[src/rtl/pd_tx_pkg.sv]
package pd_tx_pkg;

   typedef enum logic [2:0] {
      ST_IDLE,
      ST_KCODE,
      ST_PAYLOAD,
      ST_BIST,
      ST_DISC
   } tx_state_e;

   localparam logic [1:0] MODE_MSG   = 2'd0;
   localparam logic [1:0] MODE_CABLE = 2'd1;
   localparam logic [1:0] MODE_BIST  = 2'd2;
   localparam logic [1:0] MODE_BAD   = 2'd3;

   localparam int FLG_SENT  = 0;
   localparam int FLG_UNDER = 1;
   localparam int FLG_DISC  = 2;
   localparam int FLG_ABORT = 3;
   localparam int FLG_HDONE = 4;
   localparam int NUM_FLAGS = 5;

endpackage

[src/rtl/pd_tx_kshift.sv]
module pd_tx_kshift #(
   parameter int K_W   = 5,
   parameter int NUM_K = 4
) (
   input  logic                   clk,
   input  logic                   rst_n,
   input  logic                   load_i,
   input  logic [K_W*NUM_K-1:0]   ord_i,
   input  logic                   step_i,
   output logic [K_W-1:0]         kcode_o,
   output logic                   last_o
);
   localparam int ORD_W = K_W * NUM_K;
   localparam int IW    = (NUM_K > 1) ? $clog2(NUM_K) : 1;

   logic [ORD_W-1:0] sh_q;
   logic [IW-1:0]    idx_q;

   always_ff @(posedge clk or negedge rst_n) begin
      if (!rst_n) begin
         sh_q  <= '0;
         idx_q <= '0;
      end else if (load_i) begin
         sh_q  <= ord_i;
         idx_q <= '0;
      end else if (step_i) begin
         sh_q  <= sh_q >> K_W;
         idx_q <= idx_q + 1'b1;
      end
   end

   assign kcode_o = sh_q[K_W-1:0];
   assign last_o  = (idx_q == IW'(NUM_K - 1));
endmodule

[src/rtl/pd_tx_paybuf.sv]
module pd_tx_paybuf #(
   parameter int CNT_W     = 10,
   parameter int DATA_W    = 8,
   parameter int UND_LIMIT = 16
) (
   input  logic              clk,
   input  logic              rst_n,
   input  logic              start_i,
   input  logic [CNT_W-1:0]  cnt_i,
   input  logic              active_i,
   input  logic              wr_i,
   input  logic [DATA_W-1:0] wdata_i,
   input  logic              take_i,
   input  logic              ready_i,
   output logic              full_o,
   output logic [DATA_W-1:0] byte_o,
   output logic              rem_zero_o,
   output logic              req_o,
   output logic              underrun_o
);
   logic [CNT_W-1:0]  rem_q;
   logic              full_q;
   logic [DATA_W-1:0] byte_q;
   logic              wr_ok;

   assign req_o      = active_i && !full_q && (rem_q != '0);
   assign wr_ok      = req_o && wr_i;
   assign full_o     = full_q;
   assign byte_o     = byte_q;
   assign rem_zero_o = (rem_q == '0);

   always_ff @(posedge clk or negedge rst_n) begin
      if (!rst_n) begin
         rem_q  <= '0;
         full_q <= 1'b0;
         byte_q <= '0;
      end else if (start_i) begin
         rem_q  <= cnt_i;
         full_q <= 1'b0;
      end else if (wr_ok) begin
         byte_q <= wdata_i;
         full_q <= 1'b1;
         rem_q  <= rem_q - 1'b1;
      end else if (take_i) begin
         full_q <= 1'b0;
      end
   end

   generate
      if (UND_LIMIT > 0) begin : g_und
         localparam int UW = (UND_LIMIT > 1) ? $clog2(UND_LIMIT) : 1;
         logic [UW-1:0] wait_q;
         logic          starving;
         assign starving   = req_o && ready_i && !wr_i;
         assign underrun_o = starving && (wait_q == UW'(UND_LIMIT - 1));
         always_ff @(posedge clk or negedge rst_n) begin
            if (!rst_n)                      wait_q <= '0;
            else if (!starving || underrun_o) wait_q <= '0;
            else                             wait_q <= wait_q + 1'b1;
         end
      end else begin : g_no_und
         assign underrun_o = 1'b0;
      end
   endgenerate
endmodule

[src/rtl/pd_tx_flags.sv]
module pd_tx_flags #(
   parameter int NF = 5
) (
   input  logic          clk,
   input  logic          rst_n,
   input  logic [NF-1:0] set_i,
   input  logic [NF-1:0] clr_i,
   input  logic          txreq_i,
   input  logic [NF:0]   ien_i,
   output logic [NF-1:0] flags_o,
   output logic          irq_o
);
   logic [NF-1:0] flags_q;

   always_ff @(posedge clk or negedge rst_n) begin
      if (!rst_n) flags_q <= '0;
      else        flags_q <= (flags_q & ~clr_i) | set_i;
   end

   assign flags_o = flags_q;
   assign irq_o   = |({txreq_i, flags_q} & ien_i);
endmodule

[src/rtl/pd_tx_sequencer.sv]
module pd_tx_sequencer
   import pd_tx_pkg::*;
#(
   parameter int                 K_W          = 5,
   parameter int                 NUM_K        = 4,
   parameter int                 CNT_W        = 10,
   parameter int                 DATA_W       = 8,
   parameter int                 UND_LIMIT    = 16,
   parameter int                 BIST_BYTES   = 64,
   parameter logic [DATA_W-1:0]  BIST_PAT     = 8'hAA,
   parameter logic [K_W*NUM_K-1:0] HRST_ORDSET  = {5'b11001, 5'b00111, 5'b00111, 5'b00111},
   parameter logic [K_W*NUM_K-1:0] CABLE_ORDSET = {5'b00110, 5'b00111, 5'b11000, 5'b00111}
) (
   input  logic                   clk,
   input  logic                   rst_n,
   input  logic [K_W*NUM_K-1:0]   ordset_i,
   input  logic [CNT_W-1:0]       paysz_i,
   input  logic [1:0]             mode_i,
   input  logic                   send_i,
   input  logic                   hrst_i,
   input  logic                   data_wr_i,
   input  logic [DATA_W-1:0]      data_i,
   output logic                   txreq_o,
   output logic                   send_pend_o,
   output logic                   hrst_pend_o,
   input  logic                   line_busy_i,
   output logic                   out_valid_o,
   input  logic                   out_ready_i,
   output logic [DATA_W-1:0]      out_data_o,
   output logic                   out_kcode_o,
   output logic                   out_eom_o,
   output logic [NUM_FLAGS-1:0]   flags_o,
   input  logic [NUM_FLAGS-1:0]   clr_i,
   input  logic [NUM_FLAGS:0]     ien_i,
   output logic                   irq_o
);
   localparam int ORD_W = K_W * NUM_K;
   localparam int BW    = $clog2(BIST_BYTES + 1);

   generate
      if (DATA_W <= K_W)  begin : g_bad_width $error("DATA_W must exceed K_W"); end
      if (NUM_K < 2)      begin : g_bad_numk  $error("NUM_K must be at least 2"); end
      if (BIST_BYTES < 1) begin : g_bad_bist  $error("BIST_BYTES must be at least 1"); end
   endgenerate

   tx_state_e        st_q, st_d;
   logic             send_pend_q, hrst_pend_q, is_hrst_q, is_hrst_d, eom_q, eom_d;
   logic             send_clr, hrst_clr;
   logic [BW-1:0]    bist_q, bist_d;
   logic             k_load, k_step, k_last;
   logic [ORD_W-1:0] k_ord;
   logic [K_W-1:0]   kcode;
   logic             pay_start, pay_full, pay_rem_zero, pay_under;
   logic [CNT_W-1:0] pay_cnt;
   logic [DATA_W-1:0] pay_byte;
   logic [NUM_FLAGS-1:0] flag_set;
   logic             accept, preempt;

   pd_tx_kshift #(.K_W(K_W), .NUM_K(NUM_K)) u_kshift (
      .clk(clk), .rst_n(rst_n), .load_i(k_load), .ord_i(k_ord),
      .step_i(k_step), .kcode_o(kcode), .last_o(k_last));

   pd_tx_paybuf #(.CNT_W(CNT_W), .DATA_W(DATA_W), .UND_LIMIT(UND_LIMIT)) u_paybuf (
      .clk(clk), .rst_n(rst_n), .start_i(pay_start), .cnt_i(pay_cnt),
      .active_i(st_q == ST_PAYLOAD), .wr_i(data_wr_i), .wdata_i(data_i),
      .take_i(accept && (st_q == ST_PAYLOAD)), .ready_i(out_ready_i),
      .full_o(pay_full), .byte_o(pay_byte), .rem_zero_o(pay_rem_zero),
      .req_o(txreq_o), .underrun_o(pay_under));

   pd_tx_flags #(.NF(NUM_FLAGS)) u_flags (
      .clk(clk), .rst_n(rst_n), .set_i(flag_set), .clr_i(clr_i),
      .txreq_i(txreq_o), .ien_i(ien_i), .flags_o(flags_o), .irq_o(irq_o));

   assign out_valid_o = (st_q == ST_KCODE) || (st_q == ST_BIST) ||
                        ((st_q == ST_PAYLOAD) && pay_full);
   assign out_kcode_o = (st_q == ST_KCODE);
   assign out_data_o  = (st_q == ST_KCODE) ? {{(DATA_W-K_W){1'b0}}, kcode} :
                        (st_q == ST_BIST)  ? BIST_PAT : pay_byte;
   assign accept      = out_valid_o && out_ready_i;
   assign preempt     = hrst_pend_q && !is_hrst_q &&
                        ((st_q == ST_KCODE) || (st_q == ST_PAYLOAD) || (st_q == ST_BIST));

   always_comb begin
      st_d      = st_q;
      is_hrst_d = is_hrst_q;
      bist_d    = bist_q;
      eom_d     = 1'b0;
      send_clr  = 1'b0;
      hrst_clr  = 1'b0;
      k_load    = 1'b0;
      k_ord     = HRST_ORDSET;
      k_step    = 1'b0;
      pay_start = 1'b0;
      pay_cnt   = '0;
      flag_set  = '0;
      if (preempt) begin
         flag_set[FLG_ABORT] = 1'b1;
         hrst_clr  = 1'b1;
         k_load    = 1'b1;
         pay_start = 1'b1;
         is_hrst_d = 1'b1;
         st_d      = ST_KCODE;
      end else begin
         case (st_q)
            ST_IDLE: begin
               if (hrst_pend_q && !line_busy_i) begin
                  hrst_clr  = 1'b1;
                  k_load    = 1'b1;
                  pay_start = 1'b1;
                  is_hrst_d = 1'b1;
                  st_d      = ST_KCODE;
               end else if (send_pend_q && !hrst_pend_q) begin
                  send_clr = 1'b1;
                  if (mode_i == MODE_BAD) begin
                     st_d = ST_IDLE;
                  end else if (line_busy_i) begin
                     st_d = ST_DISC;
                  end else begin
                     is_hrst_d = 1'b0;
                     pay_start = 1'b1;
                     if (mode_i == MODE_BIST) begin
                        bist_d = '0;
                        st_d   = ST_BIST;
                     end else begin
                        k_load  = 1'b1;
                        k_ord   = (mode_i == MODE_CABLE) ? CABLE_ORDSET : ordset_i;
                        pay_cnt = (mode_i == MODE_MSG) ? paysz_i : '0;
                        st_d    = ST_KCODE;
                     end
                  end
               end
            end
            ST_KCODE: begin
               if (accept) begin
                  k_step = 1'b1;
                  if (k_last) begin
                     if (pay_rem_zero) begin
                        eom_d = 1'b1;
                        flag_set[is_hrst_q ? FLG_HDONE : FLG_SENT] = 1'b1;
                        st_d  = ST_IDLE;
                     end else begin
                        st_d  = ST_PAYLOAD;
                     end
                  end
               end
            end
            ST_PAYLOAD: begin
               if (pay_under) begin
                  flag_set[FLG_UNDER] = 1'b1;
                  st_d = ST_IDLE;
               end else if (accept && pay_rem_zero) begin
                  eom_d = 1'b1;
                  flag_set[FLG_SENT] = 1'b1;
                  st_d  = ST_IDLE;
               end
            end
            ST_BIST: begin
               if (accept) begin
                  if (bist_q == BW'(BIST_BYTES - 1)) begin
                     eom_d = 1'b1;
                     flag_set[FLG_SENT] = 1'b1;
                     st_d  = ST_IDLE;
                  end else begin
                     bist_d = bist_q + 1'b1;
                  end
               end
            end
            ST_DISC: begin
               if (!line_busy_i) begin
                  flag_set[FLG_DISC] = 1'b1;
                  st_d = ST_IDLE;
               end
            end
            default: st_d = ST_IDLE;
         endcase
      end
   end

   always_ff @(posedge clk or negedge rst_n) begin
      if (!rst_n) begin
         st_q        <= ST_IDLE;
         send_pend_q <= 1'b0;
         hrst_pend_q <= 1'b0;
         is_hrst_q   <= 1'b0;
         eom_q       <= 1'b0;
         bist_q      <= '0;
      end else begin
         st_q        <= st_d;
         send_pend_q <= send_i | (send_pend_q & ~send_clr);
         hrst_pend_q <= hrst_i | (hrst_pend_q & ~hrst_clr);
         is_hrst_q   <= is_hrst_d;
         eom_q       <= eom_d;
         bist_q      <= bist_d;
      end
   end

   assign send_pend_o = send_pend_q;
   assign hrst_pend_o = hrst_pend_q;
   assign out_eom_o   = eom_q;
endmodule

[config.mk]
export PLATFORM = sky130hd
export DESIGN_NAME = pd_tx_sequencer
export DESIGN_NICKNAME = d
export VERILOG_FILES = /design/src/rtl/pd_tx_pkg.sv /design/src/rtl/pd_tx_kshift.sv /design/src/rtl/pd_tx_paybuf.sv /design/src/rtl/pd_tx_flags.sv /design/src/rtl/pd_tx_sequencer.sv
export SDC_FILE = /design/constraint.sdc
export NUM_CORES = 1
export LEC_CHECK = 0
export ABC_AREA = 0
export BUFFER_PORTS_ARGS = -buffer_cell sky130_fd_sc_hd__buf_2
export CELL_PAD_IN_SITES_DETAIL_PLACEMENT = 0
export CELL_PAD_IN_SITES_GLOBAL_PLACEMENT = 1
export CORE_MARGIN = 10
export CORE_UTILIZATION = 42
export CTS_CLUSTER_SIZE = 14
export DETAILED_ROUTE_END_ITERATION = 16
export PLACE_DENSITY_LB_ADDON = 0.1
export SYNTH_ARGS = -nofsm -noshare
export SYNTH_HDL_FRONTEND = slang
export SYNTH_HIERARCHICAL = 1
export SYNTH_SLANG_ARGS = --single-unit
[constraint.sdc]
create_clock -name clk -period 3 [get_ports clk]
set_input_delay 0.45 -clock clk [delete_from_list [all_inputs] [get_ports clk]]
set_output_delay 0.45 -clock clk [all_outputs]
set_load 0.05 [all_outputs]
## Word-level counts from Yosys, hierarchy flattened

Index checks and enable logic that the tools add are counted.

| storage, ports and cells | value |
|---|---|
| register bits | 64 |
| input bits | 58 |
| logic and storage cells | 201 |

| cells by class | value |
|---|---|
| add/sub/neg operators | 4 |
| order comparisons | 2 |
| eq/ne operators | 26 |
| mux-type cells | 103 |
| bitwise logic cells | 12 |
| reductions and logical operators | 41 |

Operators with widths:

| kind | number |
|---|---|
| $mux W20 | 10 |
| $mux W10 | 10 |
| $mux W7 | 7 |
| $mux W1 | 44 |
| $mux W3 | 14 |
| $mux W8 | 2 |
| $logic_and A1 B1 Y1 | 15 |
| $mux W5 | 3 |
| $pmux W3 S5 | 1 |
| $ne A2 B2 Y1 const B | 7 |
| $pmux W7 S2 | 1 |
| $logic_not A10 Y1 | 1 |
| $mux W2 | 5 |
| $reduce_bool A10 Y1 | 1 |
| $sub A10 B1 Y10 const B | 1 |
| $ne A3 B1 Y1 const B | 3 |
| $ne A3 B3 Y1 const B | 3 |
| $reduce_and A9 Y1 | 1 |
| $ne A4 B4 Y1 const B | 2 |
| $reduce_bool A2 Y1 | 4 |
| $add A7 B1 Y7 const B | 1 |
| $eq A7 B6 Y1 const B | 1 |
| $reduce_and A7 Y1 | 1 |
| $and A6 B6 Y6 | 1 |
| 29 further kinds | 49 |

## Logic depth before layout (Yosys ltp)

Gate-level depths: netlist (run 1).

| depth | value |
|---|---|
| depth in word-level cells | 11 |
| depth in mapped cells | 12 |
| depth with buffers taken out | 11 |

## Modules after synthesis

Netlist (run 1), hierarchy kept.

By module, submodules not included:

| module | instances | cells each | area each (um^2) | sequential area each (um^2) |
|---|---|---|---|---|
| pd_tx_sequencer | 1 | 186 | 1365.1 | 350.3 |
| pd_tx_paybuf | 1 | 103 | 1157.4 | 575.6 |
| pd_tx_kshift | 1 | 95 | 1027.2 | 550.5 |
| pd_tx_flags | 1 | 19 | 210.2 | 125.1 |

## Worst setup path before layout (run 1)

OpenSTA, ideal clock, no wires.

| timing | value |
|---|---|
| path type | reg-to-reg |
| start | register st_q[1] |
| end | register u_flags.flags_q[0], in the netlist u_flags/flags_o[0] |
| setup time | 118 ps |
| data arrival time | 3524 ps |
| required time | 2882 ps |
| setup slack | -642 ps |
| cell stages (with the launch flop) | 13 |
| clock period less this slack | 3642 ps |
| cell sequence | dfrtp_1 -> buf_2 -> clkbuf_1 -> and3_1 -> inv_1 -> a311oi_1 -> nand3b_1 -> nor2_1 -> nor4b_1 -> nand2_1 -> a2111oi_0 -> o21a_1 -> a21o_1 |

| between the ends | value |
|---|---|
| cells in the longest elaborated chain, start to end | 10 |

Ends and longest elaborated chain:

| element | RTL line | text |
|---|---|---|
| from (decl) | pd_tx_sequencer.sv:46 | `tx_state_e st_q, st_d;` |
| from (signal assigned) | pd_tx_sequencer.sv:188 | `st_q <= st_d;` |
| $eq A3 B2 Y1 | pd_tx_sequencer.sv:65 | `.active_i(st_q == ST_PAYLOAD), .wr_i(data_wr_i), .wdata_i(data_i),` |
| $logic_and A1 B1 Y1 (2 in series) | pd_tx_paybuf.sv:26 | `assign req_o = active_i && !full_q && (rem_q != '0);` |
| named net txreq_o | pd_tx_sequencer.sv:23 | `output logic txreq_o,` |
| $logic_and A1 B1 Y1 (2 in series) | pd_tx_paybuf.sv:54 | `assign starving = req_o && ready_i && !wr_i;` |
| $logic_and A1 B1 Y1 | pd_tx_paybuf.sv:55 | `assign underrun_o = starving && (wait_q == UW'(UND_LIMIT - 1));` |
| named net pay_under | pd_tx_sequencer.sv:53 | `logic pay_start, pay_full, pay_rem_zero, pay_under;` |
| $mux W1 | pd_tx_sequencer.sv:148 | `if (pay_under) begin` |
| $pmux W1 S3 | pd_tx_sequencer.sv:104 | `case (st_q)` |
| $mux W3 | pd_tx_sequencer.sv:96 | `if (preempt) begin` |
| named net flag_set[0] | pd_tx_sequencer.sv:56 | `logic [NUM_FLAGS-1:0] flag_set;` |
| $or A5 B5 Y5 | pd_tx_flags.sv:17 | `else flags_q <= (flags_q & ~clr_i) \| set_i;` |
| to (signal assigned) | pd_tx_flags.sv:17 |  |
| to (decl) | pd_tx_flags.sv:13 | `logic [NF-1:0] flags_q;` |

The timed path passes the listed nets, and every way through them passes these cells.
A chain may end at the register's enable or synchronous reset.

## Worst setup path after layout (run 1)

| timing | value |
|---|---|
| start | register u_paybuf.rem_q[0] |
| end | register u_flags.flags_q[0], in the netlist u_flags/flags_o[0] |

| between the ends | value |
|---|---|
| cells in the longest elaborated chain, start to end | 9 |

Ends and longest elaborated chain:

| element | RTL line | text |
|---|---|---|
| from (decl) | pd_tx_paybuf.sv:21 | `logic [CNT_W-1:0] rem_q;` |
| from (signal assigned) | pd_tx_paybuf.sv:38 | `rem_q <= cnt_i;` |
| from (signal assigned) | pd_tx_paybuf.sv:43 | `rem_q <= rem_q - 1'b1;` |
| $reduce_bool A10 Y1 | pd_tx_paybuf.sv:26 |  |
| $logic_and A1 B1 Y1 | pd_tx_paybuf.sv:26 |  |
| $logic_and A1 B1 Y1 (2 in series) | pd_tx_paybuf.sv:54 |  |
| $logic_and A1 B1 Y1 | pd_tx_paybuf.sv:55 |  |
| named net pay_under | pd_tx_sequencer.sv:53 |  |
| $mux W1 | pd_tx_sequencer.sv:148 |  |
| $pmux W1 S3 | pd_tx_sequencer.sv:104 |  |
| $mux W3 | pd_tx_sequencer.sv:96 |  |
| named net flag_set[0] | pd_tx_sequencer.sv:56 |  |
| $or A5 B5 Y5 | pd_tx_flags.sv:17 |  |

The timed path passes the listed nets, and every way through them passes these cells.

==> load_flow_metrics.sql, run 1 <==
INSERT INTO impl_metrics (metric_group, metric, value, unit) VALUES
('synthesis', 'synth_top_cell_area_share', '42.60', '%'),
('sta', 'fin_hold_ws', '0.1266', 'ns'),
('sta', 'finalSetupTns', '0', 'ns'),
('sta', 'maxSlewHeadroom', '48.51', '%'),
('worst_setup_path', 'critPathLaunchType', 'register', ''),
('sta', 'share_of_the_cycle_needed_by_the_critical_path_after_routing', '88.03', '%'),
('floorplanning', 'design.die.area', '0.01314', 'sq mm'),
('floorplanning', 'core_area', '0.008721', 'sq mm'),
('synthesis', 'yosys_register_bits', '64', ''),
('floorplanning', 'die_h', '114.6', 'um'),
('status', 'run_status', 'complete, no violations', ''),
('finish', 'fillers', '843', ''),
('finish', 'mostFrequentLayoutCell', 'sky130_fd_sc_hd__buf_2', ''),
('worst_setup_path', 'r2r_setup_slack', '0.36', 'ns'),
('global_route', 'globalRouteTotalUtil', '15.54', '%'),
('sta', 'worstMarginPinSlew', '0.7724', 'ns'),
('clocking', 'tritoncts', 'done', ''),
('finish', 'drive_gt1_share', '26.29', '%'),
('clocking', 'cts-root-to-sink-buffers', '2', ''),
('place', 'dp.cells', '575', ''),
('place', 'place_hpwl', '7.283', 'mm'),
('finish', 'finish.net_count', '540', ''),
('synthesis', 'syn_area', '0.003760', 'sq mm'),
('worst_setup_path', 'r2r_end', 'u_flags/flags_o[0]', ''),
('clocking', 'cts_made_buffers', '9', ''),
('synthesis', 'synth_async_sr_flop_share', '100.0', '%'),
('clocking', 'numClockSinks', '64', ''),
('worst_setup_path', 'critical_path_peak_fanout', '5', ''),
('place', 'port_buffers', '77', ''),
('synthesis', 'instance_count_of_the_mapped_netlist', '403', ''),
('sta', 'timing.clock.skew', '0.01197', 'ns'),
('drt', 'route.final.wire_length', '9.915', 'mm'),
('sta', 'setup-violations-final', '0', ''),
('finish', 'layout-area-overhead-vs-synth', '18.90', '%'),
('drt', 'number_of_violations_reported_at_the_end_of_detailed_routing_iteration_0', '139', ''),
('flow_run', 'maxCapViolCount', '0', ''),
('synthesis', 'ys_warn_count', '6', ''),
('worst_setup_path', 'r2r_start', 'u_paybuf/rem_q[0]', ''),
('synthesis', 'synth_seq_area_share', '42.60', '%'),
('finish', 'antennaDiodeCount', '0', ''),
('sta', 'drv_slew', '0', ''),
('finish', 'layoutNonFillerInstCount', '591', ''),
('drt', 'wl_per_cell', '16.78', 'um'),
('floorplanning', 'io-pin-count', '78', ''),
('sta', 'fin_crit', '2.641', 'ns'),
('sta', 'grt_setup_unrepaired', 'no', ''),
('power', 'power_density_over_the_cells', '961.0', 'mW/mm^2'),
('sta', 'achievable-frequency', '0.3786', 'GHz'),
('global_route', 'gr-total-overflow', '0', ''),
('clocking', 'clkSlewWorstSetupHoldPaths', '0.08', 'ns'),
('synthesis', 'synthTopCellsByArea', 'sky130_fd_sc_hd__dfrtp_1 (43%), sky130_fd_sc_hd__mux2i_1 (4.5%), sky130_fd_sc_hd__nand2_1 (3.8%)', ''),
('power', 'maximum_vdd_drop', '0.5247', 'mV'),
('place', 'gp_routability_congestion', '0.8527', ''),
('synthesis', 'post_synth_num_cell_types', '60', ''),
('floorplanning', 'die-width', '114.6', 'um'),
('synthesis', 'synth_enable_flop_cells', '0', ''),
('hold_path', 'hp-class', 'input port to asynchronous set/reset pin', ''),
('power', 'power.leakage', '0.002153', 'uW'),
('clocking', 'clk-insertion-delay-late', '0.34', 'ns'),
('global_route', 'antenna_found_initial', '0', ''),
('floorplanning', 'core.rowCount', '34', ''),
('synthesis', 'ys.flop_type', 'sky130_fd_sc_hd__dfrtp_1', ''),
('drt', 'detail-route-antenna-nets', '0', ''),
('worst_setup_path', 'critical_path_class', 'register to register', ''),
('global_route', 'grt_pass1_wl', '16.55', 'mm'),
('drt', 'detailed_route_via_count', '3207', ''),
('sta', 'final-hold-violation-count', '0', ''),
('worst_setup_path', 'endpoint_kind', 'register', ''),
('synthesis', 'synthesis.area_per_instance', '9.330', 'sq um'),
('clocking', 'htreeDepth', '3', ''),
('worst_setup_path', 'crit_arrival', '2.92', 'ns');
flip-flops by register name, summed over array words and instances, names as in the netlist:
name / flops
u_kshift/sh_q: 20
u_paybuf/rem_q: 10
u_paybuf/byte_o: 8
bist_q: 7
u_flags/flags_o: 5
u_paybuf/g_und.wait_q: 4
st_q: 3
u_kshift/idx_q: 2
hrst_pend_o: 1
is_hrst_q: 1
out_eom_o: 1
send_pend_o: 1
u_paybuf/full_o: 1
critical path, cell delays in order (launching register included):
cell and delay [ns]:
sky130_fd_sc_hd__dfrtp_1 0.42, sky130_fd_sc_hd__inv_1 0.07, sky130_fd_sc_hd__ha_1 0.16, sky130_fd_sc_hd__nor3b_1 0.18
sky130_fd_sc_hd__buf_4 0.16, sky130_fd_sc_hd__a311oi_4 0.10, sky130_fd_sc_hd__nand3b_1 0.21, sky130_fd_sc_hd__nor2_1 0.09
sky130_fd_sc_hd__nor4b_1 0.37, sky130_fd_sc_hd__nand2_1 0.12, sky130_fd_sc_hd__a2111oi_2 0.43, sky130_fd_sc_hd__o21a_1 0.19
sky130_fd_sc_hd__a21o_1 0.08
cells in the mapped netlist (6+ instances only):
| cell | n |
|---|---|
| sky130_fd_sc_hd__inv_1 | 18 |
| sky130_fd_sc_hd__clkbuf_1 | 8 |
| sky130_fd_sc_hd__nand2_1 | 38 |
| sky130_fd_sc_hd__and3_1 | 14 |
| sky130_fd_sc_hd__buf_2 | 6 |
| sky130_fd_sc_hd__or3_1 | 8 |
| sky130_fd_sc_hd__nor2_1 | 26 |
| sky130_fd_sc_hd__a21oi_1 | 11 |
| sky130_fd_sc_hd__buf_4 | 8 |
| sky130_fd_sc_hd__dfrtp_1 | 64 |
| sky130_fd_sc_hd__a31oi_1 | 7 |
| sky130_fd_sc_hd__mux2_2 | 9 |
| sky130_fd_sc_hd__o21ai_0 | 20 |
| sky130_fd_sc_hd__nand2b_1 | 12 |
| sky130_fd_sc_hd__o21ai_1 | 13 |
| sky130_fd_sc_hd__a21o_1 | 13 |
| sky130_fd_sc_hd__mux2i_1 | 17 |
| sky130_fd_sc_hd__and2_1 | 21 |
where the power goes:
part,internal (uW),leakage [uW],switching (uW)
Clock,474,0.000113,335
Combinational,779,0.00120,1380
Sequential,1110,0.000839,219
Total,2370,0.00215,1930
per-stage QoR:
step / power (uW) / utilization (%) / worst slack [ns] / cell area, sq um
after floorplan: 2946 / - / 0.05803 / 3777
final: 4296 / 51.26 / 0.3590 / 4471
after CTS: 4329 / 51.19 / 0.1834 / 4464
after detailed placement: 3497 / 48.69 / 0.2489 / 4247
after global routing: 4627 / 51.26 / 0.07923 / 4471
after global placement: 3479 / 48.69 / 0.3179 / 4247
final cells by class:
type	instances	area, sq um	area share, %
clock buffers	14	182.7	4.086
clock inverters	2	35.03	0.7837
inverters	18	67.56	1.511
multi-input cells	296	1961	43.86
flip-flops and latches	64	1602	35.82
well taps	108	135.1	3.023
repair buffers	89	488.0	10.92
kinds of logic (layout without fill, tap and decap cells):
group | after synthesis | after routing | share of synthesized area (%)
simple gates | 157 | 157 | 23.13
compound gates | 103 | 103 | 18.44
flops | 64 | 64 | 42.60
buf+inv | 43 | 123 | 5.890
mux | 26 | 26 | 7.221
xor+xnor | 6 | 6 | 1.398
fa+ha+maj | 4 | 4 | 1.331
worst max path at each step:
stage                            startpoint                 end  slack [ns]
after global routing      u_paybuf/rem_q[0]  u_flags/flags_o[0]        0.08
after CTS                 u_paybuf/rem_q[0]  u_flags/flags_o[0]        0.18
after detailed placement  u_paybuf/rem_q[0]  u_flags/flags_o[0]        0.25
after global placement    u_paybuf/rem_q[0]  u_flags/flags_o[0]        0.32
after floorplan           u_paybuf/rem_q[5]  u_flags/flags_o[0]        0.06
final                     u_paybuf/rem_q[0]  u_flags/flags_o[0]        0.36
metal layers:
| layer | wire, um | global-route usage (%) | vias up | part of all wire, % |
|---|---|---|---|---|
| met5 | 0 | 0 | - | 0 |
| met1 | 4663 | 20.87 | 1525 | 47 |
| met2 | 4538 | 23.41 | 66 | 46 |
| met3 | 601 | 4.612 | 13 | 6.1 |
| met4 | 112 | 4.762 | 0 | 1.1 |
| li1 | - | - | 1603 | - |
what timing repair did:
action                     CTS  global route
setup endpoints to repair    0             2
resized for setup            0             2
hold buffers                 0             0
buffers inserted             0             0
(Power assumes the default switching activity.)
==> run 2: changes to the inputs <==
==> constraint.sdc (replaced) <==
create_clock -name clk -period 3 [get_ports clk]
set_input_delay 0.75 -clock clk [delete_from_list [all_inputs] [get_ports clk]]
set_output_delay 0.75 -clock clk [all_outputs]
set_load 0.05 [all_outputs]
==> load_flow_metrics.sql, run 2 (synthesis gave the netlist of run 1 again) <==
INSERT INTO impl_metrics (metric_group, metric, value, unit) VALUES
('floorplanning', 'core.rowCount', '34', ''),
('worst_setup_path', 'crit_arrival', '2.01', 'ns'),
('sta', 'setup-violations-final', '0', ''),
('finish', 'layout-area-overhead-vs-synth', '19.33', '%'),
('clocking', 'cts-root-to-sink-buffers', '2', ''),
('floorplanning', 'design.die.area', '0.01314', 'sq mm'),
('drt', 'number_of_violations_reported_at_the_end_of_detailed_routing_iteration_0', '212', ''),
('clocking', 'htreeDepth', '3', ''),
('power', 'internal_power', '2382', 'uW'),
('finish', 'fillers', '857', ''),
('drt', 'route.final.wire_length', '10.17', 'mm'),
('drt', 'wl_per_cell', '17.19', 'um'),
('clocking', 'tritoncts', 'done', ''),
('clocking', 'cts_setup_buffers', '0', ''),
('clocking', 'cts_made_buffers', '9', ''),
('floorplanning', 'initial_core_util', '43.11', '%'),
('power', 'switching_share', '45.21', '%'),
('status', 'run_status', 'complete, no violations', ''),
('sta', 'finalSetupTns', '0', 'ns'),
('finish', 'registers.top_by_ff_count', 'u_kshift/sh_q', ''),
('floorplanning', 'die-width', '114.6', 'um'),
('power', 'maximum_vdd_drop', '0.3981', 'mV'),
('worst_setup_path', 'crit_required', '2.25', 'ns'),
('power', 'power.switching', '1966', 'uW'),
('hold_path', 'hp-class', 'register to register', ''),
('global_route', 'globalRouteTotalUtil', '15.58', '%'),
('worst_setup_path', 'slowest_stage', 'sky130_fd_sc_hd__dfrtp_1', ''),
('sta', 'timing.final.ws_setup', '0.2359', 'ns'),
('finish', 'mostFrequentLayoutCell', 'sky130_fd_sc_hd__buf_2', ''),
('drt', 'detailed_route_via_count', '3240', ''),
('worst_setup_path', 'critical_path_peak_fanout', '14', ''),
('floorplanning', 'core_area', '0.008721', 'sq mm'),
('sta', 'share_of_the_cycle_needed_by_the_critical_path_after_routing', '92.14', '%'),
('floorplanning', 'io-pin-count', '78', ''),
('power', 'pwr-share-clk', '18.9', '%'),
('clocking', 'clk-insertion-delay-late', '0.35', 'ns'),
('drt', 'firstDrtPassIters', '4', ''),
('clocking', 'cts_hold_repair.buffers', '0', ''),
('worst_setup_path', 'path_cells', 'buf_4, nand2b_1, nor2_2, buf_2', ''),
('global_route', 'number_of_global_route_vias_before_repair', '3332', ''),
('sta', 'final-hold-violation-count', '0', ''),
('finish', 'multi_input_area', '0.001968', 'sq mm'),
('power', 'comb_power_share', '50.7', '%'),
('place', 'pre_cts_worst_setup_slack', '0.09201', 'ns'),
('clocking', 'cts_resized', '0', ''),
('power', 'power_density_over_the_cells', '969.0', 'mW/mm^2'),
('finish', 'largest_register_ff_count', '20', ''),
('sta', 'grt_setup_unrepaired', 'no', ''),
('drt', 'wl_met3', '679', 'um'),
('clocking', 'clkSlewWorstSetupHoldPaths', '0.08', 'ns'),
('worst_setup_path', 'critical_path_class', 'register to output pin', ''),
('finish', 'antennaDiodeCount', '0', ''),
('worst_setup_path', 'cpPeakStageDelay', '0.51', 'ns'),
('power', 'power.total', '4348', 'uW'),
('floorplanning', 'die_h', '114.6', 'um'),
('drt', 'detail_route.drc_violations', '0', ''),
('drt', 'detailroute.wirelength.met2', '4.588', 'mm'),
('global_route', 'antenna_found_initial', '0', ''),
('sta', 'timing.clock.skew', '0.009939', 'ns'),
('drt', 'm1WireLength', '4.724', 'mm'),
('hold_path', 'hold-path-cell-count', '1', ''),
('drt', 'post_drt_via_cell_ratio', '5.473', ''),
('place', 'place_hpwl', '7.348', 'mm'),
('global_route', 'grt_start_max_net_pins', '65', ''),
('finish', 'drive_gt1_share', '27.07', '%'),
('worst_setup_path', 'endpoint_kind', 'output pin', ''),
('sta', 'fin_crit', '2.764', 'ns'),
('finish', 'most-common-layout-cells', 'sky130_fd_sc_hd__buf_2 (77), sky130_fd_sc_hd__dfrtp_1 (63), sky130_fd_sc_hd__nand2_1 (38), sky130_fd_sc_hd__nor2_1 (25), sky130_fd_sc_hd__and2_1 (21)', ''),
('place', 'port_buffers', '77', ''),
('clocking', 'clockRootBuffer', 'sky130_fd_sc_hd__clkbuf_8', ''),
('sta', 'achievable-frequency', '0.3618', 'GHz'),
('power', 'power.leakage', '0.002159', 'uW'),
('clocking', 'numClockSinks', '64', ''),
('sta', 'maxSlewHeadroom', '43.31', '%'),
('power', 'p_seq_share', '30.4', '%'),
('global_route', 'grt_pass1_wl', '16.68', 'mm'),
('sta', 'worstMarginPinSlew', '0.8504', 'ns'),
('drt', 'top_signal_layer_used', 'met4', ''),
('finish', 'utilization', '51.45', '%'),
('finish', 'finish.net_count', '541', ''),
('worst_setup_path', 'critPathLaunchType', 'register', ''),
('sta', 'drv_slew', '0', ''),
('finish', 'storage_cell_area', '0.001603', 'sq mm'),
('worst_setup_path', 'worst_reg2reg_path_depth', '11', ''),
('drt', 'detail-route-antenna-nets', '0', ''),
('global_route', 'gr-total-overflow', '0', ''),
('flow_run', 'maxCapViolCount', '0', ''),
('place', 'gp_routability_congestion', '0.8083', '');
[run 2: through the flow]
step	hold slack (ns)	cell area (sq um)	std cells
2_1_floorplan	0.4544	3777	403
3_3_place_gp	0.4832	4254	576
4_1_cts	0.4996	4472	592
6_report	0.4949	4487	592
5_1_grt	0.5238	4487	592
3_5_place_dp	0.4898	4254	576
[run 2: path summary, 6_finish.rpt]
path | startpoint | end | slack [ns]
worst max register to register | u_paybuf/rem_q[0] | u_flags/flags_o[0] | 0.39
worst min-delay path | u_paybuf/g_und.wait_q[0] | u_paybuf/g_und.wait_q[0] | 0.49
min in group asynchronous | rst_n | u_kshift/idx_q[1] | 0.56
worst min register to register | u_paybuf/g_und.wait_q[0] | u_paybuf/g_und.wait_q[0] | 0.49
max in group asynchronous | rst_n | u_flags/flags_o[0] | 1.85
worst max-delay path | st_q[0] | out_kcode_o | 0.24
[run 2: area by class of cell]
cell class	instances	area share, %
Sequential cell	64	35.72
Clock buffer	14	4.071
Timing Repair Buffer	90	11.04
Tap cell	108	3.012
Clock inverter	2	0.7808
Multi-Input combinational cell	296	43.87
Inverter	18	1.506
[run 2: power by group through the flow]
stage          clock, uW  combinational (uW)  sequential (uW)
3_5_place_dp           0                2190             1340
5_1_grt              878                2410             1360
6_report             822                2200             1320
3_3_place_gp           0                2180             1330
2_1_floorplan          0                1610             1340
4_1_cts              839                2200             1320
[run 2: routing by layer]
metal	global-route usage, %	up-vias
li1	-	1600
met1	20.24	1537
met2	23.59	89
met3	4.979	14
met4	5.764	0
met5	0	-
[run 2: critical path: cells and delay by family, from the launching register on]
kind | cells | cell delay, ns
flops | 1 | 0.51
simple gates | 2 | 0.63
buf+inv | 2 | 0.52
==> run 3: changes to the inputs <==
CELL_PAD_IN_SITES_DETAIL_PLACEMENT = 1   (was 0)
==> load_flow_metrics.sql, run 3 (synthesis gave the netlist of run 1 again) <==
INSERT INTO impl_metrics (metric_group, metric, value, unit) VALUES
('place', 'place_hpwl', '8.077', 'mm'),
('drt', 'detailed_route_via_count', '3299', ''),
('global_route', 'number_of_global_route_vias_before_repair', '3649', ''),
('clocking', 'cts_hold_repair.buffers', '0', ''),
('place', 'port_buffers', '77', ''),
('sta', 'fin_hold_ws', '0.4990', 'ns'),
('status', 'run_status', 'complete, no violations', ''),
('clocking', 'clk-insertion-delay-late', '0.34', 'ns'),
('global_route', 'globalRouteTotalUtil', '16.81', '%'),
('worst_setup_path', 'critical_path_class', 'register to output pin', ''),
('flow_run', 'maxCapViolCount', '0', ''),
('drt', 'firstDrtPassIters', '5', ''),
('worst_setup_path', 'slowest_stage', 'sky130_fd_sc_hd__dfrtp_1', ''),
('global_route', 'grt_start_max_net_pins', '65', ''),
('finish', 'registers.top_by_ff_count', 'u_kshift/sh_q', ''),
('worst_setup_path', 'cell_family_contributing_the_most_delay_on_the_critical_path', 'simple AND/OR/NAND/NOR gates', ''),
('worst_setup_path', 'crit_arrival', '2.04', 'ns'),
('clocking', 'cts-root-to-sink-buffers', '2', ''),
('drt', 'detail-route-antenna-nets', '0', ''),
('place', 'postPlaceCellArea', '0.004254', 'sq mm'),
('global_route', 'antenna_found_initial', '0', ''),
('sta', 'maxSlewHeadroom', '44.00', '%'),
('place', 'gp_routability_congestion', '0.8083', ''),
('hold_path', 'hp-class', 'register to register', ''),
('clocking', 'numClockSinks', '64', ''),
('sta', 'share_of_the_cycle_needed_by_the_critical_path_after_routing', '92.97', '%'),
('drt', 'wl_per_cell', '18.43', 'um'),
('global_route', 'busiest_grt_layer', 'met2', ''),
('finish', 'layoutNonFillerInstCount', '592', ''),
('sta', 'final-hold-violation-count', '0', ''),
('clocking', 'cts_setup_buffers', '0', ''),
('floorplanning', 'die-width', '114.6', 'um'),
('floorplanning', 'core_area', '0.008721', 'sq mm'),
('finish', 'most-common-layout-cells', 'sky130_fd_sc_hd__buf_2 (77), sky130_fd_sc_hd__dfrtp_1 (63), sky130_fd_sc_hd__nand2_1 (38), sky130_fd_sc_hd__nor2_1 (25), sky130_fd_sc_hd__and2_1 (21)', ''),
('clocking', 'clockRootBuffer', 'sky130_fd_sc_hd__clkbuf_8', ''),
('global_route', 'gr-usage-met2', '27.37', '%'),
('sta', 'setup-violations-final', '0', ''),
('floorplanning', 'core.rowCount', '34', ''),
('worst_setup_path', 'critPathLaunchType', 'register', ''),
('power', 'power.leakage', '0.002136', 'uW'),
('finish', 'mostFrequentLayoutCell', 'sky130_fd_sc_hd__buf_2', ''),
('worst_setup_path', 'endpoint_kind', 'output pin', ''),
('sta', 'worstMarginPinSlew', '0.8400', 'ns'),
('global_route', 'groute.layer.met3.usage', '4.507', '%'),
('floorplanning', 'die_h', '114.6', 'um'),
('power', 'power_density_over_the_cells', '953.1', 'mW/mm^2'),
('power', 'maximum_vdd_drop', '0.4693', 'mV'),
('worst_setup_path', 'cpPeakStageDelay', '0.53', 'ns'),
('finish', 'multi_input_area', '0.001968', 'sq mm'),
('drt', 'detail_route.drc_violations', '0', ''),
('finish', 'largest_register_ff_count', '20', ''),
('sta', 'timing.clock.skew', '0.005628', 'ns'),
('floorplanning', 'design.die.area', '0.01314', 'sq mm'),
('global_route', 'grt_pass1_wl', '18.22', 'mm'),
('finish', 'drive_gt1_share', '26.86', '%'),
('worst_setup_path', 'crit_required', '2.25', 'ns'),
('finish', 'layout-area-overhead-vs-synth', '17.94', '%'),
('drt', 'post_drt_via_cell_ratio', '5.573', ''),
('floorplanning', 'initial_core_util', '43.11', '%'),
('worst_setup_path', 'critical_path_peak_fanout', '14', ''),
('finish', 'fillers', '1039', ''),
('worst_setup_path', 'path_cells', 'buf_4, nand2b_1, nor2_2, buf_2', ''),
('sta', 'finalSetupTns', '0', 'ns'),
('drt', 'number_of_violations_reported_at_the_end_of_detailed_routing_iteration_0', '135', ''),
('global_route', 'grt_util_met1', '20.93', '%'),
('finish', 'antennaDiodeCount', '0', ''),
('global_route', 'gr-total-overflow', '0', ''),
('finish', 'storage_cell_area', '0.001603', 'sq mm'),
('finish', 'postLayoutCellArea', '0.004434', 'sq mm'),
('sta', 'fin_crit', '2.789', 'ns'),
('sta', 'drv_slew', '0', ''),
('clocking', 'tritoncts', 'done', ''),
('drt', 'route.final.wire_length', '10.91', 'mm'),
('sta', 'grt_setup_unrepaired', 'no', ''),
('finish', 'finish.net_count', '541', ''),
('sta', 'achievable-frequency', '0.3585', 'GHz'),
('clocking', 'clkSlewWorstSetupHoldPaths', '0.07', 'ns'),
('clocking', 'cts_made_buffers', '9', ''),
('floorplanning', 'io-pin-count', '78', ''),
('place', 'dp.cells', '576', ''),
('worst_setup_path', 'critical_path_buf_inv_count', '2', ''),
('clocking', 'htreeDepth', '3', '');
run 3: cell types whose count changed in the layout (fill, tap and decap cells not counted), sizes merged:
cell,change
clkinv,+3
bufinv,-1
clkbuf,-2
run 3: area by class of cell:
| cell class | instances | share of cell area (%) |
|---|---|---|
| Clock buffer | 12 | 3.273 |
| Timing Repair Buffer | 90 | 11.17 |
| Clock inverter | 4 | 0.4515 |
| Inverter | 18 | 1.524 |
| Tap cell | 108 | 3.047 |
| Multi-Input combinational cell | 296 | 44.38 |
| Sequential cell | 64 | 36.15 |
run 3: where the power goes:
group	leakage (uW)	switching (uW)	total [uW]	internal, uW
clock network	0.0000899	335	652	317
registers	0.000838	213	1330	1110
logic	0.00121	1450	2250	794
total	0.00214	2000	4230	2230
run 3: per-layer routing:
metal | wire [um] | share of wire [%]
met5 | 0 | 0
met4 | 150 | 1.4
met3 | 620 | 5.7
met2 | 5160 | 47
met1 | 4977 | 46
run 3: final timing paths:
check                                          from                       end  slack [ns]  depth (start not counted)
max                                         st_q[0]               out_kcode_o        0.21                          4
min                        u_paybuf/g_und.wait_q[0]  u_paybuf/g_und.wait_q[0]        0.50                          1
max reg2reg                       u_paybuf/rem_q[0]        u_flags/flags_o[0]        0.34                         11
min reg2reg                u_paybuf/g_und.wait_q[0]  u_paybuf/g_und.wait_q[0]        0.50                          1
max in group asynchronous                     rst_n                   st_q[1]        1.83                          2
min in group asynchronous                     rst_n         u_kshift/idx_q[1]        0.59                          2
run 3: what timing repair did:
action / in CTS / in global routing
endpoints found under the setup margin: 1 / 4
gates resized for setup: 1 / 4
endpoints found under the hold margin: 0 / 0
run 3: through the flow:
| stage | power, uW | setup slack (ns) | utilization (%) |
|---|---|---|---|
| 6_report | 4226 | 0.2108 | 50.85 |
| 5_1_grt | 4565 | 0.002383 | 50.85 |
| 4_1_cts | 4248 | 0.06539 | 50.69 |
| 3_5_place_dp | 3575 | 0.007763 | 48.78 |
| 3_3_place_gp | 3506 | 0.1972 | 48.78 |
| 2_1_floorplan | 2946 | 0.02173 | - |
